File: src/rtl/kds_pkg.sv
package kds_pkg;
    typedef enum logic {
        ST_IDLE = 1'b0,
        ST_SEND = 1'b1
    } kds_state_e;
endpackage

File: src/rtl/kds_key_encoder.sv
module kds_key_encoder #(
    parameter int NUM_KEYS = 10,
    parameter int CODE_W   = 4
) (
    input  logic [NUM_KEYS-1:0] key_n,
    output logic [CODE_W-1:0]   code,
    output logic                any_key
);
    // Scan from the top down so the lowest pressed key is written last and wins.
    always_comb begin
        code = '0;
        for (int i = NUM_KEYS - 1; i >= 0; i--) begin
            if (!key_n[i]) begin
                code = CODE_W'(i);
            end
        end
    end

    assign any_key = ~(&key_n);
endmodule

File: src/rtl/kds_slot_fsm.sv
module kds_slot_fsm
    import kds_pkg::*;
#(
    parameter int CODE_W = 4
) (
    input  logic clk,
    input  logic rst_n,
    input  logic slot_strobe,
    output logic load,
    output logic shift_en,
    output logic sending
);
    localparam int CNT_W = (CODE_W > 1) ? $clog2(CODE_W) : 1;
    localparam logic [CNT_W-1:0] LAST_BIT = CNT_W'(CODE_W - 1);

    kds_state_e       state_q, state_d;
    logic [CNT_W-1:0] bit_cnt_q, bit_cnt_d;

    always_comb begin
        state_d   = state_q;
        bit_cnt_d = bit_cnt_q;
        unique case (state_q)
            ST_IDLE: begin
                if (slot_strobe) begin
                    state_d   = ST_SEND;
                    bit_cnt_d = '0;
                end
            end
            ST_SEND: begin
                if (slot_strobe) begin
                    bit_cnt_d = '0;
                end else if (bit_cnt_q == LAST_BIT) begin
                    state_d   = ST_IDLE;
                    bit_cnt_d = '0;
                end else begin
                    bit_cnt_d = bit_cnt_q + 1'b1;
                end
            end
            default: begin
                state_d   = ST_IDLE;
                bit_cnt_d = '0;
            end
        endcase
    end

    always_ff @(posedge clk or negedge rst_n) begin
        if (!rst_n) begin
            state_q   <= ST_IDLE;
            bit_cnt_q <= '0;
        end else begin
            state_q   <= state_d;
            bit_cnt_q <= bit_cnt_d;
        end
    end

    always_comb begin
        load     = slot_strobe;
        sending  = 1'b0;
        shift_en = 1'b0;
        unique case (state_q)
            ST_IDLE: begin
                sending = 1'b0;
            end
            ST_SEND: begin
                sending  = 1'b1;
                shift_en = !slot_strobe;
            end
            default: begin
                sending = 1'b0;
            end
        endcase
    end
endmodule

File: src/rtl/kds_code_hold.sv
module kds_code_hold #(
    parameter int CODE_W = 4
) (
    input  logic              clk,
    input  logic              rst_n,
    input  logic              load,
    input  logic [CODE_W-1:0] code_d,
    input  logic              valid_d,
    output logic [CODE_W-1:0] code_q,
    output logic              valid_q,
    output logic              ser_bit,
    input  logic              shift_en,
    input  logic              sending
);
    logic [CODE_W-1:0] shreg_q;

    always_ff @(posedge clk or negedge rst_n) begin
        if (!rst_n) begin
            code_q  <= '0;
            valid_q <= 1'b0;
            shreg_q <= '0;
        end else if (load) begin
            code_q  <= code_d;
            valid_q <= valid_d;
            shreg_q <= code_d;
        end else if (shift_en) begin
            shreg_q <= {1'b0, shreg_q[CODE_W-1:1]};
        end
    end

    assign ser_bit = sending & shreg_q[0];
endmodule

File: src/rtl/keypad_digit_serializer.sv
module keypad_digit_serializer #(
    parameter int NUM_KEYS = 10,
    parameter int CODE_W   = 4
) (
    input  logic                clk,
    input  logic                rst_n,
    input  logic [NUM_KEYS-1:0] key_n,
    input  logic                slot_strobe,
    output logic                ser_out,
    output logic                key_valid,
    output logic [CODE_W-1:0]   key_code
);
    logic [CODE_W-1:0] enc_code;
    logic              enc_any;
    logic              load, shift_en, sending;

    kds_key_encoder #(.NUM_KEYS(NUM_KEYS), .CODE_W(CODE_W)) u_enc (
        .key_n   (key_n),
        .code    (enc_code),
        .any_key (enc_any)
    );

    kds_slot_fsm #(.CODE_W(CODE_W)) u_fsm (
        .clk         (clk),
        .rst_n       (rst_n),
        .slot_strobe (slot_strobe),
        .load        (load),
        .shift_en    (shift_en),
        .sending     (sending)
    );

    kds_code_hold #(.CODE_W(CODE_W)) u_hold (
        .clk      (clk),
        .rst_n    (rst_n),
        .load     (load),
        .code_d   (enc_code),
        .valid_d  (enc_any),
        .code_q   (key_code),
        .valid_q  (key_valid),
        .ser_bit  (ser_out),
        .shift_en (shift_en),
        .sending  (sending)
    );
endmodule

File: config.mk
export PLATFORM = sky130hd
export DESIGN_NAME = keypad_digit_serializer
export DESIGN_NICKNAME = d
export VERILOG_FILES = /design/src/rtl/kds_pkg.sv /design/src/rtl/kds_key_encoder.sv /design/src/rtl/kds_slot_fsm.sv /design/src/rtl/kds_code_hold.sv /design/src/rtl/keypad_digit_serializer.sv
export SDC_FILE = /design/constraint.sdc
export NUM_CORES = 1
export LEC_CHECK = 0
export BUFFER_PORTS_ARGS = -buffer_cell sky130_fd_sc_hd__buf_2
export CAP_MARGIN = 25
export CORE_AREA = 2 2 39 41
export CTS_BUF_LIST = sky130_fd_sc_hd__clkbuf_2 sky130_fd_sc_hd__clkbuf_4 sky130_fd_sc_hd__clkbuf_8
export DETAILED_ROUTE_END_ITERATION = 8
export DIE_AREA = 0 0 41 43
export HOLD_SLACK_MARGIN = 0.05
export PLACE_DENSITY = 0.84
export SETUP_SLACK_MARGIN = 0.02
export SYNTH_ARGS = -nofsm -noshare
export SYNTH_HDL_FRONTEND = slang
export SYNTH_SLANG_ARGS = --single-unit
File: constraint.sdc
create_clock -name clk -period 1.2 [get_ports clk]
set_clock_uncertainty 0.15 [all_clocks]
set_input_delay 0.24 -clock clk [delete_from_list [all_inputs] [get_ports clk]]
set_output_delay 0.24 -clock clk [all_outputs]
set_load 0.02 [all_outputs]
==> results of run 1 <==
kinds of logic (layout without fill, tap and decap cells):
family | after synthesis | count (layout) | synth area share (%)
AND/OR/NAND/NOR | 20 | 20 | 17.9
AO/OA/AOI/OAI | 15 | 15 | 16.1
flip-flops | 12 | 12 | 51.6
buffers and inverters | 8 | 40 | 5.59
multiplexers | 3 | 3 | 5.16
adder cells (fa/ha/maj) | 1 | 1 | 2.15
XOR/XNOR | 1 | 1 | 1.51
cell type report:
class                           count  area, µm²
Tap cell                           16       20.0
Inverter                            6       22.5
Sequential cell                    12        302
Clock buffer                        4       36.3
Timing Repair Buffer               30        228
Multi-Input combinational cell     40        259
Fill cell                         109        517
power groups by stage:
| stage | Sequential [mW] | Clock (mW) | Combinational (mW) |
|---|---|---|---|
| after floorplan | 0.469 | 0 | 0.0899 |
| after global placement | 0.468 | 0 | 0.160 |
| after detailed placement | 0.471 | 0 | 0.166 |
| after CTS | 0.462 | 0.329 | 0.218 |
| after global routing | 0.464 | 0.343 | 0.261 |
| final | 0.460 | 0.325 | 0.238 |
per-stage QoR:
step,power [mW],cell area (µm²),cells
6_report,1.02,867,108
5_1_grt,1.07,867,108
4_1_cts,1.01,837,105
3_5_place_dp,0.637,719,97
3_3_place_gp,0.628,719,97
2_1_floorplan,0.558,582,60
critical path: stages (launching register included):
cell     delay [ns]
dfrtp_2        0.41
and2_4         0.14
buf_6          0.12
sequential cells by signal, summed over array words and instances, names as in the netlist:
signal,flops
u_hold.code_q,4
u_fsm.bit_cnt_q,2
u_fsm.state_q,1
u_hold.valid_q,1
u_hold.shreg_q,4
layout by cell type (no fill, tap or decap), types with 2 or more instances in the layout:
cell type   n
buf_6       8
clkbuf_4    3
nand4_1     2
buf_4       9
mux2i_1     3
nor2_1      4
buf_2      12
inv_1       6
a21oi_1     2
dfrtp_1    11
nand2_1     7
o21ai_0     6
how the worst min path moves through the flow:
stage | slack (ns) | depth (start not counted) | end
floorplan | -0.21 | 0 | u_fsm.bit_cnt_q[0]
global placement | -0.03 | 1 | u_fsm.bit_cnt_q[0]
detailed placement | -0.02 | 1 | u_fsm.state_q
CTS | 0.11 | 3 | u_hold.valid_q
global route | 0.14 | 3 | u_hold.valid_q
finish | 0.10 | 3 | u_hold.valid_q
layer usage:
| layer | part of all wire (%) | track usage (%) |
|---|---|---|
| met4 | 2.1 | 8.00 |
| met2 | 50 | 28.7 |
| met5 | 0 | 0 |
| met1 | 43 | 19.5 |
| met3 | 5.4 | 2.62 |
what timing repair did:
item,CTS,global route
pin swaps,0,1
gates cloned,0,0
setup endpoints to repair,6,9
buffers inserted,3,3
hold buffers,1,0
endpoints found under the hold margin,12,0
gates resized for setup,16,2
==> impl_metrics.yaml, run 1 <==
outcome:
  status: "finished, violations left"
  violations: "negative setup slack"
critical_path:
  critical_path_class: "reg2out"
  crit_arrival_ns: 0.94
  worst_ep_required_time_ns: 0.81
  crit_path_end: "ser_out"
  cp-start-kind: "register"
  r2r_end: "u_fsm.bit_cnt_q[1]"
  crit_fanout: 2
  regToRegSetupSlack_ns: 0.05
  end_kind: "output port"
  crit_path_start: "u_fsm.state_q"
  r2r_start: "u_fsm.bit_cnt_q[1]"
  worst-r2r-cell-count: 3
power_and_ir_drop:
  p_switching_mw: 0.273
  powerDensity_nw_per_um2: 1180
  p_comb_share_pct: 23.3
  p_leak_nw: 0.446
  sw_frac_of_total_pct: 26.7
  p_clk_share_pct: 31.7
  p_int_mw: 0.750
  pwr-share-seq_pct: 45.0
  vdd_drop_max_v: 0.000729
detailed_routing:
  totalWireLength_um: 1310
  drt_iter0_markers: 16
  drtPass1Iterations: 4
  postRouteAntennaNets: 0
  num_vias: 565
  drc: 0
  wl_per_cell_um: 12.1
  viasPerCell: 5.23
synthesis:
  syn-num-nets: 74
  synth_edf_count: 0
  synth_most_common_cell: "dfrtp_1"
  synth_top_area_share_pct: 51.6
  yosysSeqAreaShare_pct: 51.6
  synth_warnings: 0
  ys.flop_type: "dfrtp_1"
  syn_inst: 60
  synthArstFlopShare_pct: 100
  synth-seq-cells: 12
  netlist_top_cells_area: "dfrtp_1 (52%), o21ai_0 (6.0%), mux2i_1 (5.2%), nand2_1 (4.5%), inv_1 (3.9%)"
  synth_common_cells: "dfrtp_1 (12), nand2_1 (7), o21ai_0 (7)"
  syn-cell-area_um2: 582
  avgSynthCellArea_um2: 9.70
  synth_cell_type_count: 24
  synth_top_cell_by_area: "dfrtp_1"
sta:
  setup_ws_ns: -0.132
  drv_slew: 0
  maxSlewHeadroom_pct: 82.0
  fin_crit_ns: 1.33
  setup_viol: 1
  rsz0062_at_grt: "true"
  worstMarginPinSlew_ns: 0.266
  report.final.hold_viol_count: 0
  fin_crit_sh_pct: 111
  hold_slack_ns: 0.103
  clock.fmax_mhz: 751
  setup_tns_ns: -0.132
cells_and_area:
  drive_gt1_share_pct: 41.3
  area_growth_pct: 49.0
  final_nets: 107
  utilization_pct: 62.7
  diodes: 0
grt:
  grt_max_degree: 13
  overflow: 0
  antenna_found_initial: 0
  grt_usage_pct: 17.0
  first_global_vias: 510
  grt_pass1_wl_um: 2020
die:
  die_h_um: 43
  io_pins: 19
  start_util_pct: 42.0
  row_count: 14
  fp.dieArea_um2: 1760
  dieWidth_um: 41
  core_area_um2: 1380
clock_network:
  cts_buffer_depth: 2
  clock_latency_ns: 0.27
  cts_root_buf: "clkbuf_4"
  cts_made_buffers: 3
  clk_pin_slew_worst_paths_ns: 0.08
  cts_tree: "built"
  htreeDepth: 1
  clkSinkCount: 12
placed_design:
  post-place-ws_ns: -0.0304
  post-dp-hpwl_um: 915
  gp_congestion: 0.705
  io_buffers: 18
flow_run:
  max_cap_violations: 0
worst_hold_path:
  hp-start: "key_n[8]"
  hold_class: "in2reg"
(Power assumes the default switching activity.)
==> inputs of run 2 (changes only) <==
--- a/config.mk
+++ b/config.mk
@@ -13,7 +13,7 @@
 export DIE_AREA = 0 0 41 43
 export HOLD_SLACK_MARGIN = 0.05
 export PLACE_DENSITY = 0.84
-export SETUP_SLACK_MARGIN = 0.02
+export SETUP_SLACK_MARGIN = 0.5
 export SYNTH_ARGS = -nofsm -noshare
 export SYNTH_HDL_FRONTEND = slang
 export SYNTH_SLANG_ARGS = --single-unit
==> run 2 against run 1 <==
The run ends with negative hold slack, negative setup slack left. Clock power rose by 2%. Register-to-register slack worse by 0.05 ns. Critical path depth unchanged. First-iteration DRC count is 31% lower. Cell area rose by 23%. Via count up 6.0%. Worst setup slack got worse by 0.023 ns. Global-route usage grew 7.1 points. Sequential share of layout area decreased by 5.8 points. Routed wire length grew 59%. Count of clock-buffer cells in the layout unchanged. Hold slack got worse by 0.43 ns. Critical path type unchanged. Largest power group unchanged.
==> impl_metrics.yaml, run 2 (synthesis results as in run 1) <==
sta:
  fin_crit_sh_pct: 113
  fin_crit_ns: 1.36
  clock.fmax_mhz: 738
  hold_slack_ns: -0.327
  report.final.hold_viol_count: 12
  setup_viol: 6
  worstMarginPinSlew_ns: 0.276
  rsz0062_at_grt: "true"
  setup_tns_ns: -0.247
  setup_ws_ns: -0.156
  drv_slew: 0
  maxSlewHeadroom_pct: 81.6
cells_and_area:
  diodes: 0
  final_cell_mix: "buf_6 (13), dfrtp_1 (6), dfrtp_2 (6)"
  area_growth_pct: 82.8
  drive_gt1_share_pct: 66.3
  utilization_pct: 76.9
  fillCellCount: 79
  reg_top3: "u_hold.code_q: 4 flops, u_hold.shreg_q: 4 flops, u_fsm.bit_cnt_q: 2 flops"
  fin_cells: 105
  final_common_cell: "buf_6"
  final_nets: 104
detailed_routing:
  num_vias: 599
  wl_per_cell_um: 19.8
  drt_iter0_markers: 11
  totalWireLength_um: 2080
  postRouteAntennaNets: 0
  drtPass1Iterations: 4
  viasPerCell: 5.70
  drc: 0
placed_design:
  post-place-ws_ns: -0.0818
  io_buffers: 18
  post-dp-hpwl_um: 991
  gp_congestion: 0.770
  dpl.cell_count: 94
die:
  io_pins: 19
  core_area_um2: 1380
  fp.dieArea_um2: 1760
  start_util_pct: 42.0
  row_count: 14
  die_h_um: 43
  dieWidth_um: 41
critical_path:
  worst-r2r-cell-count: 4
  crit_fanout: 2
  crit_arrival_ns: 0.97
  end_kind: "output port"
  cpMaxStageDelayCell: "dfrtp_2"
  slowest_delay_ns: 0.43
  worst_ep_required_time_ns: 0.81
  cp-start-kind: "register"
  critical_path_class: "reg2out"
  path_cells: "and2_4 > buf_6"
power_and_ir_drop:
  p_leak_nw: 0.489
  p_switching_mw: 0.332
  p_total_mw: 1.16
  p_int_mw: 0.825
  p_clk_share_pct: 28.6
  p_comb_share_pct: 30.4
  sw_frac_of_total_pct: 28.7
  vdd_drop_max_v: 0.000754
  pwr-share-seq_pct: 41.0
  powerDensity_nw_per_um2: 1090
grt:
  grt_pass1_wl_um: 2800
  antenna_found_initial: 0
  overflow: 0
  grt_max_degree: 16
  first_global_vias: 599
  grt_usage_pct: 24.1
clock_network:
  cts_root_buf: "clkbuf_4"
  cts_tree: "built"
  cts_made_buffers: 3
  clk_pin_slew_worst_paths_ns: 0.08
  htreeDepth: 1
  clkSinkCount: 12
  cts_buffer_depth: 2
  clock_latency_ns: 0.28
outcome:
  violations: "negative hold slack, negative setup slack"
  status: "finished, violations left"
worst_hold_path:
  hold_class: "in2async"
flow_run:
  max_cap_violations: 0
run 2: changes by cell type in the layout (fill, tap and decap cells not counted), moves of 3 or more:
| cell | delta |
|---|---|
| o21ai_0 | -6 |
| o21ai_1 | +3 |
| buf_2 | -10 |
| buf_4 | -4 |
| dfrtp_2 | +5 |
| inv_1 | -3 |
| dfrtp_1 | -5 |
| buf_8 | +4 |
| buf_12 | +3 |
| buf_6 | +5 |
run 2: worst paths after layout:
path | slack [ns] | to | from
worst max-delay path | -0.16 | ser_out | u_fsm.state_q
worst min-delay path | -0.33 | u_hold.shreg_q[0] | rst_n
worst max register to register | 0 | u_hold.shreg_q[0] | u_fsm.state_q
worst min register to register | 0.36 | u_hold.shreg_q[2] | u_hold.shreg_q[2]
max in group asynchronous | 0.99 | u_hold.code_q[1] | rst_n
min in group clk | 0.01 | u_hold.valid_q | key_n[8]
run 2: per-layer routing:
layer | global-route usage [%] | vias to the layer above | wire length, µm
li1 | - | 264 | -
met4 | 10.0 | 0 | 61
met5 | 0 | - | 0
met3 | 3.66 | 8 | 102
met2 | 43.1 | 26 | 1120
met1 | 25.9 | 301 | 793
run 2: through the flow:
stage | cell area, µm² | hold WS (ns)
6_report | 1060 | -0.327
5_1_grt | 1060 | -0.334
4_1_cts | 951 | -0.305
3_5_place_dp | 726 | -0.0180
3_3_place_gp | 726 | -0.0255
2_1_floorplan | 604 | -0.206
run 2: layout make-up:
type,count,area [µm²],area share [%]
Timing Repair Buffer,27,314,29.5
Clock buffer,4,36.3,3.41
Tap cell,16,20.0,1.88
Inverter,6,30.0,2.82
Sequential cell,12,308,28.9
Multi-Input combinational cell,40,355,33.4
run 2: repair_timing:
item,in CTS,in global routing
resized for setup,51,17
endpoints found under the setup margin,18,18
pin swaps,8,6
hold endpoints to repair,13,13
setup buffers,3,4
run 2: power by group through the flow:
stage          Sequential, mW  Combinational (mW)  Clock [mW]
2_1_floorplan           0.472               0.100           0
3_3_place_gp            0.470               0.164           0
3_5_place_dp            0.472               0.173           0
4_1_cts                 0.461               0.253       0.320
5_1_grt                 0.477               0.373       0.374
6_report                0.475               0.352       0.332
run 2: worst max-delay path: cells and delay by family, from the launching register on:
kind          cells  cell delay [ns]
simple gates      1             0.14
flops             1             0.43
buf+inv           1             0.12
